<file path="src/rtl/amu_pkg.sv">
package amu_pkg;
    localparam int INSN_W   = 32;
    localparam logic [5:0] MAJOR_OPC = 6'b011100;
    localparam logic [5:0] MINOR_OPC = 6'b011111;

    typedef enum logic [2:0] {
        OP_INC,
        OP_DEC,
        OP_ADD,
        OP_SET,
        OP_CLR,
        OP_SWP
    } amu_op_e;
endpackage

</file>
<file path="src/rtl/amu_decode.sv">
module amu_decode
    import amu_pkg::*;
#(
    parameter int XLEN  = 64,
    parameter int IDX_W = 5,
    localparam int DW_LSB = $clog2(XLEN / 8),
    localparam int WD_LSB = DW_LSB - 1
) (
    input  logic [INSN_W-1:0] instr,
    input  logic [DW_LSB-1:0] addr_lo,
    input  logic              mode64_en,
    output logic              hit,
    output logic              bad_access,
    output amu_op_e           op,
    output logic              dw,
    output logic [IDX_W-1:0]  rd
);
    logic code_known;
    logic src_must_be_zero;
    logic src_zero;
    logic frame_ok;
    logic misaligned;
    logic unused_base_idx;

    assign unused_base_idx = ^instr[25:21];

    always_comb begin
        code_known       = 1'b1;
        src_must_be_zero = 1'b1;
        op               = OP_INC;
        unique case (instr[10:7])
            4'b0001: op = OP_INC;
            4'b0011: op = OP_DEC;
            4'b1001: begin op = OP_ADD; src_must_be_zero = 1'b0; end
            4'b0101: op = OP_SET;
            4'b0111: op = OP_CLR;
            4'b1011: begin op = OP_SWP; src_must_be_zero = 1'b0; end
            default: code_known = 1'b0;
        endcase
    end

    assign dw       = instr[6];
    assign rd       = instr[15:11];
    assign src_zero = (instr[20:16] == 5'd0);
    assign frame_ok = (instr[31:26] == MAJOR_OPC) && (instr[5:0] == MINOR_OPC);
    assign hit      = frame_ok && code_known && (src_zero || !src_must_be_zero);

    assign misaligned = dw ? (addr_lo != '0) : (addr_lo[WD_LSB-1:0] != '0);
    assign bad_access = misaligned || (dw && !mode64_en);
endmodule

</file>
<file path="src/rtl/amu_alu.sv">
module amu_alu
    import amu_pkg::*;
#(
    parameter int XLEN = 64,
    localparam int HW = XLEN / 2
) (
    input  amu_op_e          op,
    input  logic             dw,
    input  logic [XLEN-1:0]  old_raw,
    input  logic [XLEN-1:0]  src,
    output logic [XLEN-1:0]  new_val,
    output logic [XLEN-1:0]  ret_val
);
    logic [XLEN-1:0] operand;
    logic [XLEN-1:0] sum;
    logic [XLEN-1:0] full;

    always_comb begin
        unique case (op)
            OP_INC:  operand = XLEN'(1);
            OP_DEC:  operand = '1;
            OP_ADD:  operand = src;
            default: operand = '0;
        endcase
        sum = old_raw + operand;
        unique case (op)
            OP_INC, OP_DEC, OP_ADD: full = sum;
            OP_SET:  full = '1;
            OP_CLR:  full = '0;
            default: full = src;
        endcase
        new_val = dw ? full : {{HW{1'b0}}, full[HW-1:0]};
        ret_val = dw ? old_raw : {{HW{old_raw[HW-1]}}, old_raw[HW-1:0]};
    end
endmodule

</file>
<file path="src/rtl/amu_ctrl.sv">
module amu_ctrl
    import amu_pkg::*;
#(
    parameter int XLEN   = 64,
    parameter int ADDR_W = 64,
    parameter int IDX_W  = 5
) (
    input  logic              clk,
    input  logic              rst_n,
    input  logic              issue_valid,
    output logic              issue_ready,
    input  logic [ADDR_W-1:0] issue_base,
    input  logic [XLEN-1:0]   issue_src,
    input  logic              dec_hit,
    input  logic              dec_bad,
    input  amu_op_e           dec_op,
    input  logic              dec_dw,
    input  logic [IDX_W-1:0]  dec_rd,
    output amu_op_e           cur_op,
    output logic              cur_dw,
    output logic [XLEN-1:0]   cur_src,
    input  logic [XLEN-1:0]   alu_new,
    input  logic [XLEN-1:0]   alu_ret,
    output logic              mem_req_valid,
    input  logic              mem_req_ready,
    output logic              mem_req_write,
    output logic              mem_req_dw,
    output logic [ADDR_W-1:0] mem_req_addr,
    output logic [XLEN-1:0]   mem_req_wdata,
    output logic              mem_lock,
    input  logic              mem_rsp_valid,
    output logic              wb_valid,
    output logic [IDX_W-1:0]  wb_idx,
    output logic [XLEN-1:0]   wb_data,
    output logic              fault,
    output logic              decode_miss
);
    typedef enum logic [1:0] {ST_IDLE, ST_READ, ST_WAIT, ST_WRITE} st_e;

    st_e               state, state_nx;
    logic [ADDR_W-1:0] addr_q;
    logic [XLEN-1:0]   wdata_q;
    logic [XLEN-1:0]   ret_q;
    logic [IDX_W-1:0]  rd_q;
    logic              start;
    logic              wr_done;

    assign start   = issue_valid && dec_hit && !dec_bad;
    assign wr_done = (state == ST_WRITE) && mem_req_ready;

    always_comb begin
        state_nx = state;
        unique case (state)
            ST_IDLE:  if (start)         state_nx = ST_READ;
            ST_READ:  if (mem_req_ready) state_nx = ST_WAIT;
            ST_WAIT:  if (mem_rsp_valid) state_nx = ST_WRITE;
            ST_WRITE: if (mem_req_ready) state_nx = ST_IDLE;
            default:                     state_nx = ST_IDLE;
        endcase
    end

    always_ff @(posedge clk or negedge rst_n) begin
        if (!rst_n) state <= ST_IDLE;
        else        state <= state_nx;
    end

    always_comb begin
        issue_ready   = (state == ST_IDLE);
        mem_req_valid = (state == ST_READ) || (state == ST_WRITE);
        mem_req_write = (state == ST_WRITE);
        mem_lock      = (state != ST_IDLE);
        mem_req_addr  = addr_q;
        mem_req_dw    = cur_dw;
        mem_req_wdata = (state == ST_WRITE) ? wdata_q : '0;
    end

    always_ff @(posedge clk or negedge rst_n) begin
        if (!rst_n) begin
            addr_q      <= '0;
            cur_src     <= '0;
            cur_op      <= OP_INC;
            cur_dw      <= 1'b0;
            rd_q        <= '0;
            wdata_q     <= '0;
            ret_q       <= '0;
            wb_valid    <= 1'b0;
            wb_idx      <= '0;
            wb_data     <= '0;
            fault       <= 1'b0;
            decode_miss <= 1'b0;
        end else begin
            wb_valid    <= 1'b0;
            fault       <= 1'b0;
            decode_miss <= 1'b0;
            unique case (state)
                ST_IDLE: if (issue_valid) begin
                    if (!dec_hit)     decode_miss <= 1'b1;
                    else if (dec_bad) fault <= 1'b1;
                    else begin
                        addr_q  <= issue_base;
                        cur_src <= issue_src;
                        cur_op  <= dec_op;
                        cur_dw  <= dec_dw;
                        rd_q    <= dec_rd;
                    end
                end
                ST_WAIT: if (mem_rsp_valid) begin
                    wdata_q <= alu_new;
                    ret_q   <= alu_ret;
                end
                ST_WRITE: if (mem_req_ready) begin
                    wb_valid <= (rd_q != '0);
                    wb_idx   <= rd_q;
                    wb_data  <= ret_q;
                end
                default: ;
            endcase
        end
    end

    AST_LOCK_UNTIL_WRITE: assert property (@(posedge clk) disable iff (!rst_n)
        mem_lock && !(mem_req_valid && mem_req_write && mem_req_ready) |=> mem_lock);
    AST_REQ_HELD: assert property (@(posedge clk) disable iff (!rst_n)
        mem_req_valid && !mem_req_ready |=> mem_req_valid && $stable(mem_req_addr) && $stable(mem_req_write));
    AST_BUSY_NO_ISSUE: assert property (@(posedge clk) disable iff (!rst_n)
        mem_lock |-> !issue_ready);
    AST_FAULT_QUIET: assert property (@(posedge clk) disable iff (!rst_n)
        fault |-> !mem_req_valid && !wb_valid);
    AST_WB_NONZERO: assert property (@(posedge clk) disable iff (!rst_n)
        wb_valid |-> wb_idx != '0);
    AST_ONE_EVENT: assert property (@(posedge clk) disable iff (!rst_n)
        $onehot0({fault, decode_miss, wb_valid}));
    AST_WB_AFTER_WRITE: assert property (@(posedge clk) disable iff (!rst_n)
        wb_valid |-> $past(wr_done));
endmodule

</file>
<file path="src/rtl/atomic_rmw_unit.sv">
module atomic_rmw_unit
    import amu_pkg::*;
#(
    parameter int XLEN   = 64,
    parameter int ADDR_W = 64,
    parameter int IDX_W  = 5
) (
    input  logic              clk,
    input  logic              rst_n,
    input  logic              mode64_en,
    input  logic              issue_valid,
    output logic              issue_ready,
    input  logic [31:0]       issue_instr,
    input  logic [ADDR_W-1:0] issue_base,
    input  logic [XLEN-1:0]   issue_src,
    output logic              mem_req_valid,
    input  logic              mem_req_ready,
    output logic              mem_req_write,
    output logic              mem_req_dw,
    output logic [ADDR_W-1:0] mem_req_addr,
    output logic [XLEN-1:0]   mem_req_wdata,
    output logic              mem_lock,
    input  logic              mem_rsp_valid,
    input  logic [XLEN-1:0]   mem_rsp_rdata,
    output logic              wb_valid,
    output logic [IDX_W-1:0]  wb_idx,
    output logic [XLEN-1:0]   wb_data,
    output logic              fault,
    output logic              decode_miss
);
    localparam int DW_LSB = $clog2(XLEN / 8);
    localparam int WD_LSB = DW_LSB - 1;

    logic             dec_hit, dec_bad, dec_dw;
    amu_op_e          dec_op, cur_op;
    logic [IDX_W-1:0] dec_rd;
    logic             cur_dw;
    logic [XLEN-1:0]  cur_src, alu_new, alu_ret;

    amu_decode #(.XLEN(XLEN), .IDX_W(IDX_W)) u_dec (
        .instr      (issue_instr),
        .addr_lo    (issue_base[DW_LSB-1:0]),
        .mode64_en  (mode64_en),
        .hit        (dec_hit),
        .bad_access (dec_bad),
        .op         (dec_op),
        .dw         (dec_dw),
        .rd         (dec_rd)
    );

    amu_alu #(.XLEN(XLEN)) u_alu (
        .op      (cur_op),
        .dw      (cur_dw),
        .old_raw (mem_rsp_rdata),
        .src     (cur_src),
        .new_val (alu_new),
        .ret_val (alu_ret)
    );

    amu_ctrl #(.XLEN(XLEN), .ADDR_W(ADDR_W), .IDX_W(IDX_W)) u_ctrl (
        .clk           (clk),
        .rst_n         (rst_n),
        .issue_valid   (issue_valid),
        .issue_ready   (issue_ready),
        .issue_base    (issue_base),
        .issue_src     (issue_src),
        .dec_hit       (dec_hit),
        .dec_bad       (dec_bad),
        .dec_op        (dec_op),
        .dec_dw        (dec_dw),
        .dec_rd        (dec_rd),
        .cur_op        (cur_op),
        .cur_dw        (cur_dw),
        .cur_src       (cur_src),
        .alu_new       (alu_new),
        .alu_ret       (alu_ret),
        .mem_req_valid (mem_req_valid),
        .mem_req_ready (mem_req_ready),
        .mem_req_write (mem_req_write),
        .mem_req_dw    (mem_req_dw),
        .mem_req_addr  (mem_req_addr),
        .mem_req_wdata (mem_req_wdata),
        .mem_lock      (mem_lock),
        .mem_rsp_valid (mem_rsp_valid),
        .wb_valid      (wb_valid),
        .wb_idx        (wb_idx),
        .wb_data       (wb_data),
        .fault         (fault),
        .decode_miss   (decode_miss)
    );

    AST_ALIGNED_REQ: assert property (@(posedge clk) disable iff (!rst_n)
        mem_req_valid |-> (mem_req_dw ? (mem_req_addr[DW_LSB-1:0] == '0)
                                      : (mem_req_addr[WD_LSB-1:0] == '0)));
    AST_MISS_NO_REQ: assert property (@(posedge clk) disable iff (!rst_n)
        decode_miss |-> !mem_req_valid && !mem_lock);
endmodule

</file>
<file path="config.mk">
export PLATFORM = sky130hd
export DESIGN_NAME = atomic_rmw_unit
export DESIGN_NICKNAME = d
export VERILOG_FILES = /design/src/rtl/amu_pkg.sv /design/src/rtl/amu_decode.sv /design/src/rtl/amu_alu.sv /design/src/rtl/amu_ctrl.sv /design/src/rtl/atomic_rmw_unit.sv
export SDC_FILE = /design/constraint.sdc
export NUM_CORES = 1
export LEC_CHECK = 0
export BUFFER_PORTS_ARGS = -buffer_cell sky130_fd_sc_hd__buf_4
export CORE_UTILIZATION = 56
export CTS_CLUSTER_SIZE = 28
export DETAILED_ROUTE_END_ITERATION = 12
export PLACE_DENSITY_LB_ADDON = 0.25
export SYNTH_ARGS = -nofsm -noshare
export SYNTH_HDL_FRONTEND = slang
export SYNTH_HIERARCHICAL = 1
export SYNTH_SLANG_ARGS = --single-unit
</file>
<file path="constraint.sdc">
create_clock -name clk -period 5.8 [get_ports clk]
set_input_delay 0 -clock clk [delete_from_list [all_inputs] [get_ports clk]]
set_output_delay 0 -clock clk [all_outputs]
set_load 0.01 [all_outputs]
</file>
==> results of run 1 <==
## cells in the mapped netlist, types with 4 or more instances
| master | count | area [µm²] |
|---|---|---|
| a221oi_1 | 4 | 35.0 |
| or3_1 | 4 | 25.0 |
| nor2_1 | 75 | 282 |
| mux2_4 | 130 | 1950 |
| mux2_2 | 205 | 2310 |
| nand4_1 | 28 | 175 |
| buf_12 | 11 | 220 |
| a21oi_1 | 184 | 921 |
| o21ai_1 | 6 | 30.0 |
| xnor2_1 | 40 | 350 |
| o31ai_1 | 4 | 30.0 |
| buf_4 | 39 | 293 |
| inv_1 | 26 | 97.6 |
| a22oi_1 | 11 | 82.6 |
| and2_1 | 72 | 450 |
| buf_2 | 25 | 125 |
| ha_1 | 68 | 851 |
| o21ai_0 | 84 | 420 |
| nor4_1 | 5 | 31.3 |
| nand3_1 | 11 | 55.1 |
| a211oi_1 | 9 | 67.6 |
| o22ai_1 | 16 | 100 |
| clkbuf_1 | 84 | 315 |
| o21a_1 | 11 | 82.6 |
| nor3b_1 | 4 | 30.0 |
| nor3_1 | 21 | 105 |
| a31oi_1 | 5 | 31.3 |
| a21o_1 | 33 | 248 |
| o211ai_1 | 4 | 30.0 |
| nand2b_1 | 8 | 50.1 |
| o21bai_1 | 12 | 90.1 |
| a221o_1 | 5 | 50.1 |
| xor2_1 | 19 | 166 |
| buf_6 | 4 | 45.0 |
| and3_1 | 10 | 62.6 |
| dfrtp_1 | 339 | 8480 |
| nand2_1 | 248 | 931 |
## sequential cells by signal, summed over array words and instances, names as in the netlist
name                 cells
u_ctrl/fault             1
u_ctrl/cur_op            3
u_ctrl/wb_valid          1
u_ctrl/wdata_q          64
u_ctrl/decode_miss       1
u_ctrl/wb_idx            5
u_ctrl/state             2
u_ctrl/mem_req_addr     64
u_ctrl/rd_q              5
u_ctrl/cur_dw            1
u_ctrl/ret_q            64
u_ctrl/cur_src          64
u_ctrl/wb_data          64
## per-stage QoR
step	power, mW	cells
final	8.11	2953
after global routing	8.44	2953
after floorplan	4.47	1934
after global placement	5.36	2682
after CTS	8.05	2952
after detailed placement	5.47	2682
## cell families (layout without fill, tap and decap cells)
kind of cell	count (synthesis)	count (layout)
AND/OR/NAND/NOR	508	508
AO/OA/AOI/OAI	426	426
flip-flops	339	339
XOR/XNOR	59	59
other	0	1
multiplexers	338	338
adder cells (fa/ha/maj)	69	69
buffers and inverters	195	752
## placed cells by master, fill, tap and decap left out, types with 9 or more instances in the layout
cell           synthesis  layout
o22ai_1               16      16
mux2_4               130     130
buf_4                 39     450
o21ai_0               84      84
mux2_2               205     205
clkbuf_16              0      37
ha_1                  68      67
a21o_1                33      33
o21a_1                11      11
inv_1                 26      26
nand4_1               28      28
and2_1                72      72
xnor2_1               40      40
dfrtp_1              339     337
clkbuf_8               0       9
a22oi_1               11      11
a211oi_1               9       9
dlygate4sd3_1          0     205
nand3_1               11      11
nand2_1              248     245
xor2_1                19      19
and3_1                10      10
o21bai_1              12      12
a21oi_1              184     184
nor3_1                21      21
nor2_1                75      73
## worst max-delay path: stages, from the launching register on
cell and delay, ns:
dfrtp_1 0.39, inv_2 0.17, nand2_2 0.29, buf_4 0.32, a21oi_1 0.17, ha_1 0.30, o21ai_1 0.15, nor4b_2 0.36
o311ai_1 0.19, a32oi_1 0.53, a31oi_2 0.25, o21ai_2 0.28, a21boi_1 0.19, o211ai_1 0.27, xnor2_1 0.15, o22ai_1 0.10
mux2_2 0.30
## report_power, final
part	switching [mW]	internal [mW]
clock network	1.02	1.44
logic	1.05	1.32
registers	0.328	2.95
total	2.40	5.71
## final timing paths
kind	to	slack, ns
max in group asynchronous	u_ctrl/wb_data[7]$_DFFE_PN0P_	4.13
max reg2reg	u_ctrl/wdata_q[63]$_DFFE_PN0P_	1.27
min reg2reg	u_ctrl/wb_data[63]$_DFFE_PN0P_	0.50
min	u_ctrl/fault$_DFF_PN0_	0.03
min in group asynchronous	u_ctrl/ret_q[14]$_DFFE_PN0P_	0.09
max	u_ctrl/wdata_q[63]$_DFFE_PN0P_	1.27
## routing by layer
metal | track usage [%] | wire [µm] | up-vias
met5 | 0 | 0 | -
met4 | 17.2 | 2870 | 0
met3 | 5.86 | 4240 | 184
met2 | 61.2 | 33100 | 765
met1 | 42.9 | 26100 | 8662
li1 | - | - | 7855
## final cells by class
cell class | count | area (µm²)
multi-input combinational | 1400 | 10700
tap | 461 | 577
fill | 2304 | 8930
clock buffer | 53 | 1080
antenna | 1 | 2.50
timing repair buffer | 658 | 5490
sequential | 339 | 8490
clock inverter | 12 | 183
inverter | 29 | 109
==> metrics, run 1 <==
Sink Count=between 300 and 400; RSZ-0062 raised after global routing=false; PD cells=~300 mW/mm²; R2R cell count=16; clock tree buffer depth=3; Most used DFF post-synth=dfrtp_1; share of layout cells above drive strength 1=about a third; Worst EP arrival=roughly 5 ns; XOR/XNOR share of the synthesized area=under 10%; Fin. Hold Viols=0; complex-gate fraction of the synthesized area=between 10% and 20%; Reg2Reg Launch Point=u_ctrl/cur_op[1]$_DFFE_PN0P_; Min-Delay Startpoint=issue_instr[2]; Leak Pwr=between 10 and 15 nW; Setup Viol. Count Final=0; CTS tree=yes; Die Wd=~190 µm; Root Driver=clkbuf_16; highest clock rate=between 0.2 and 0.25 GHz; Setup Buffers After CTS=0; Seq/Total Area, Yosys=a little over two fifths; cts hold-fix bufs=205; Hold WS=about 0.031 ns; synthesized instance count=1934; WP data required=6.24 ns; worst skew pair latency=about 0.57 ns; #FFs+latches synth=around 340; crit share post-route=about four fifths; hold path cells=4; WL per Instance=approximately 22 µm; largest net degree at the start of global routing=around 160; CTS buffer count=37; Setup crit start kind=flip-flop; Yosys cell types=83; vias in the first global route=between 15000 and 20000; Tmin final=4.53 ns; 1st-iter DRT viols=roughly 1300; max-cap viol count=0; Async S/R FF share, synth=100%; layout net count=~2800; mux cell area share after synthesis=a little over a fifth; Hold Crit Class=in -> reg; PortBufs=around 430; clock slew at reported path FFs=roughly 0.070 ns; GRT Total Usage=35.4%; Vias=between 15000 and 20000; die span in y=192 µm; post-detailed-route DRC marker count=0; Syn Std Cell Area=0.0203 mm²; final instance area=~0.027 mm²; Crit. End Element=flip-flop; YS warnings=6; DP Worst Slack=~1.4 ns; final wirelength=66.3 mm; Worst Setup SP=u_ctrl/cur_op[1]$_DFFE_PN0P_; adder-cell area share of the yosys netlist=4.29%; post-route setup TNS=0 ns; via/cell ratio=between 5 and 6; first drt pass iteration count=6; first-pass GRT wire length=101 mm; antenna violations before repair=1; Max Slew Vio Count=0; GP Congestion=just under 1; worst setup margin=1.27 ns; standard-cell row count=69; I/O pin total=~440; EDFF count, synth=0; main combinational cell family by area after synthesis=multiplexers; Net Count, Synth=between 2000 and 2500; Slew HR=approximately a quarter; placeable core region=0.0356 mm²; GRT overflow=0; WS Path Type=reg -> reg; die area=0.0370 mm²; Max Clock Skew=~0.028 ns; antenna-violating nets left=0; Synth Area in Simple Gates=between 10% and 20%; DP Area=approximately 0.023 mm²; H-tree depth=2; worst-path fanout max=20; initial core utilization=between 50% and 60%; post-DP HPWL=around 42 mm; Max VDD drop=0.310 mV; syn_area_per_cell=around 10 µm²; status=finished clean; final core utilization=74.9%; synthesis-to-finish area growth=31.3%; # resized after CTS=0; Slew @ Worst Pin=roughly 1.1 ns
Note: power is estimated with default switching activity, not from simulation.
==> inputs of run 2 (changes only) <==
Settings changed: ABC_AREA set to 1, CORE_UTILIZATION 56 to 51.
Clock period 5.8 ns to 4.1 ns, I/O delays scaled along.
==> run 2 against run 1 <==
- clock-buffer cell count decreased by 1
- cell area increased by 8.0%
- clock skew is 0.0031 ns lower
- first-iteration DRC count rose by 44%
- synthesized area rose by 6.1%
- flip-flop and latch count did not move
- critical endpoint is now u_ctrl/fault$_DFF_PN0_
- worst hold slack improved by 0.069 ns
- sequential share of layout area decreased by 2.4 points
- sequential power increased by 40%
- global-route usage decreased by 0.37 points
- final cell count is 39% higher
==> metrics, run 2 <==
status=finished clean; #FFs+latches synth=339 (unchanged); Async S/R FF share, synth=100% (unchanged); WP data required=4.59 ns (-1.65 ns); WL per Instance=18.8 µm (-16%); Yosys cell types=41 (-51%); placeable core region=0.0412 mm² (+16%); final wirelength=77.1 mm (+16%); CTS buffer count=37 (unchanged); die span in y=207 µm (+7.8%); GRT Total Usage=35.1% (-0.37 points); Synth top area share=39.4% (-2.4 points); Tmin final=about 3.6 ns; die area=0.0430 mm² (+16%); worst setup margin=0.472 ns (-0.793 ns); H-tree depth=2 (unchanged); share of layout cells above drive strength 1=23.3% (-12 points); Vias=21411 (+23%); Fin. Hold Viols=0 (unchanged); Hold WS=0.0999 ns (+0.0685 ns); worst skew pair latency=0.56 ns (about the same); I/O pin total=435 (unchanged); layout net count=3840 (+39%); Setup Viol. Count Final=0 (unchanged); Slew @ Worst Pin=1.23 ns (+0.108 ns); clock tree buffer depth=3 (unchanged); synthesized instance count=2908 (+50%); Sink Count=339 (unchanged); antenna-violating nets left=0 (unchanged); Setup crit start kind=input pin; Max Clock Skew=0.0248 ns (-0.00307 ns); GRT overflow=0 (unchanged); post-route setup TNS=0 ns (unchanged); post-detailed-route DRC marker count=0 (unchanged); r2r setup slk=0.66 ns (-0.61 ns); initial core utilization=52.2% (-4.8 points); Syn Std Cell Area=0.0215 mm² (+6.1%); WS Path Type=in -> reg; Slew HR=17.7% (-7.2 points); worst-path fanout max=4 (-80%); commonest cells in the netlist=nand2_1, inv_1, dfrtp_1, o21ai_0, mux2_2; final instance area=0.0288 mm² (+8.0%); 1st-iter DRT viols=1827 (+44%); Die Wd=207 µm (+7.8%); DP Area=0.0253 mm² (+8.6%); Max Slew Vio Count=0 (unchanged); first-pass GRT wire length=118 mm (+17%); Root Driver=clkbuf_16; Seq/Total Area, Yosys=39.4% (-2.4 points); most frequent cell after synthesis=nand2_1; YS warnings=6 (unchanged); Worst EP arrival=4.11 ns (-0.87 ns); EDFF count, synth=0 (unchanged); clock slew at reported path FFs=0.06 ns (about the same); cell taking the most area after synthesis=dfrtp_1; Leak Pwr=16.1 nW (+21%); largest net degree at the start of global routing=178 (+14%); highest clock rate=roughly 0.28 GHz; GP Congestion=0.952 (-2.0%); DP Worst Slack=0.686 ns (-0.709 ns); top cells by area, synth=dfrtp_1, nand2_1, inv_1, mux2_2, o21ai_0; Crit. End Element=flip-flop; post-DP HPWL=53.3 mm (+28%); PortBufs=429 (unchanged); Most used DFF post-synth=dfrtp_1; commonest non-fill, non-tap cell in the layout=nand2_1; most frequent cells in the layout=nand2_1, inv_1, buf_4; RSZ-0062 raised after global routing=false; synthesis-to-finish area growth=33.7%; antenna violations before repair=2 (+1); Net Count, Synth=3207 (+44%); PD cells=392 mW/mm² (+29%); Max VDD drop=0.387 mV (+25%); vias in the first global route=21497 (+19%); syn_area_per_cell=7.40 µm² (-29%); first drt pass iteration count=6 (unchanged); standard-cell row count=74 (+7.2%); max-cap viol count=0 (unchanged); Filler cells=3108 (+35%); crit share post-route=between 80% and 90%; via/cell ratio=5.22 (-12%); Hold Crit Class=in -> async; CTS tree=yes
[run 2: final timing paths]
check | to | depth (start not counted) | start
setup / recovery | u_ctrl/fault$_DFF_PN0_ | 15 | issue_instr[7]
hold / removal | u_ctrl/mem_req_addr[48]$_DFFE_PN0P_ | 2 | rst_n
setup reg to reg | u_ctrl/wdata_q[26]$_DFFE_PN0P_ | 18 | u_ctrl/cur_op[0]$_DFFE_PN0P_
hold reg to reg | u_ctrl/cur_src[2]$_DFFE_PN0P_ | 2 | u_ctrl/cur_src[2]$_DFFE_PN0P_
max in group asynchronous | u_ctrl/cur_dw$_DFFE_PN0P_ | 3 | rst_n
min in group clk | u_ctrl/mem_req_addr[48]$_DFFE_PN0P_ | 4 | issue_base[48]
[run 2: cell families after synthesis]
logic type	Yosys count	share of synthesized area, %
AO/OA/AOI/OAI	388	9.50
XOR/XNOR	9	0.366
adder cells (fa/ha/maj)	69	4.05
buffers and inverters	746	14.4
flip-flops	339	39.4
multiplexers	196	10.3
AND/OR/NAND/NOR	1161	22.0
[run 2: area by class of cell]
class                   count  area [µm²]  area share, %
diodes                      2        5.00         0.0174
flip-flops and latches    339        8480           29.5
clock inverters            11         184          0.639
clock buffers              52        1070           3.73
inverters                 610        2290           7.96
repair buffers            730        6100           21.2
multi-input cells        1823        9970           34.6
well taps                 532         666           2.31
[run 2: where the power goes]
group / internal (mW) / switching (mW)
Clock: 2.09 / 1.40
Combinational: 1.75 / 1.44
Sequential: 4.16 / 0.438
[run 2: through the flow]
step | utilization (%) | total power, mW | instances
final | 69.8 | 11.3 | 4099
after detailed placement | 61.5 | 7.55 | 3817
after floorplan | - | 6.26 | 2908
after global placement | 61.5 | 7.40 | 3817
after global routing | 69.8 | 11.7 | 4099
after CTS | 69.8 | 11.2 | 4097
[run 2: timing repair]
item	CTS	global route
endpoints found under the hold margin	315	0
setup buffers	0	1
hold buffers	217	0
setup endpoints to repair	0	1
gates resized for setup	0	2
[run 2: critical path, stage by stage]
cell and delay [ns]:
dlygate4sd3_1 0.54, buf_4 0.13, inv_2 0.05, nor2_2 0.07
dlygate4sd3_1 0.57, nand2_1 0.06, dlygate4sd3_1 0.55, nor2_1 0.08
dlygate4sd3_1 0.55, nand2_1 0.08, nor2_4 0.14, dlygate4sd3_1 0.55
nand2_1 0.06, dlygate4sd3_1 0.56, nor2_2 0.11
[run 2: metal layers]
layer	up-vias	global-route usage [%]	wire length (µm)
met2	835	58.0	35800
li1	10199	-	-
met1	10194	46.6	33400
met4	0	13.3	3110
met3	183	5.11	4700
met5	-	0	0
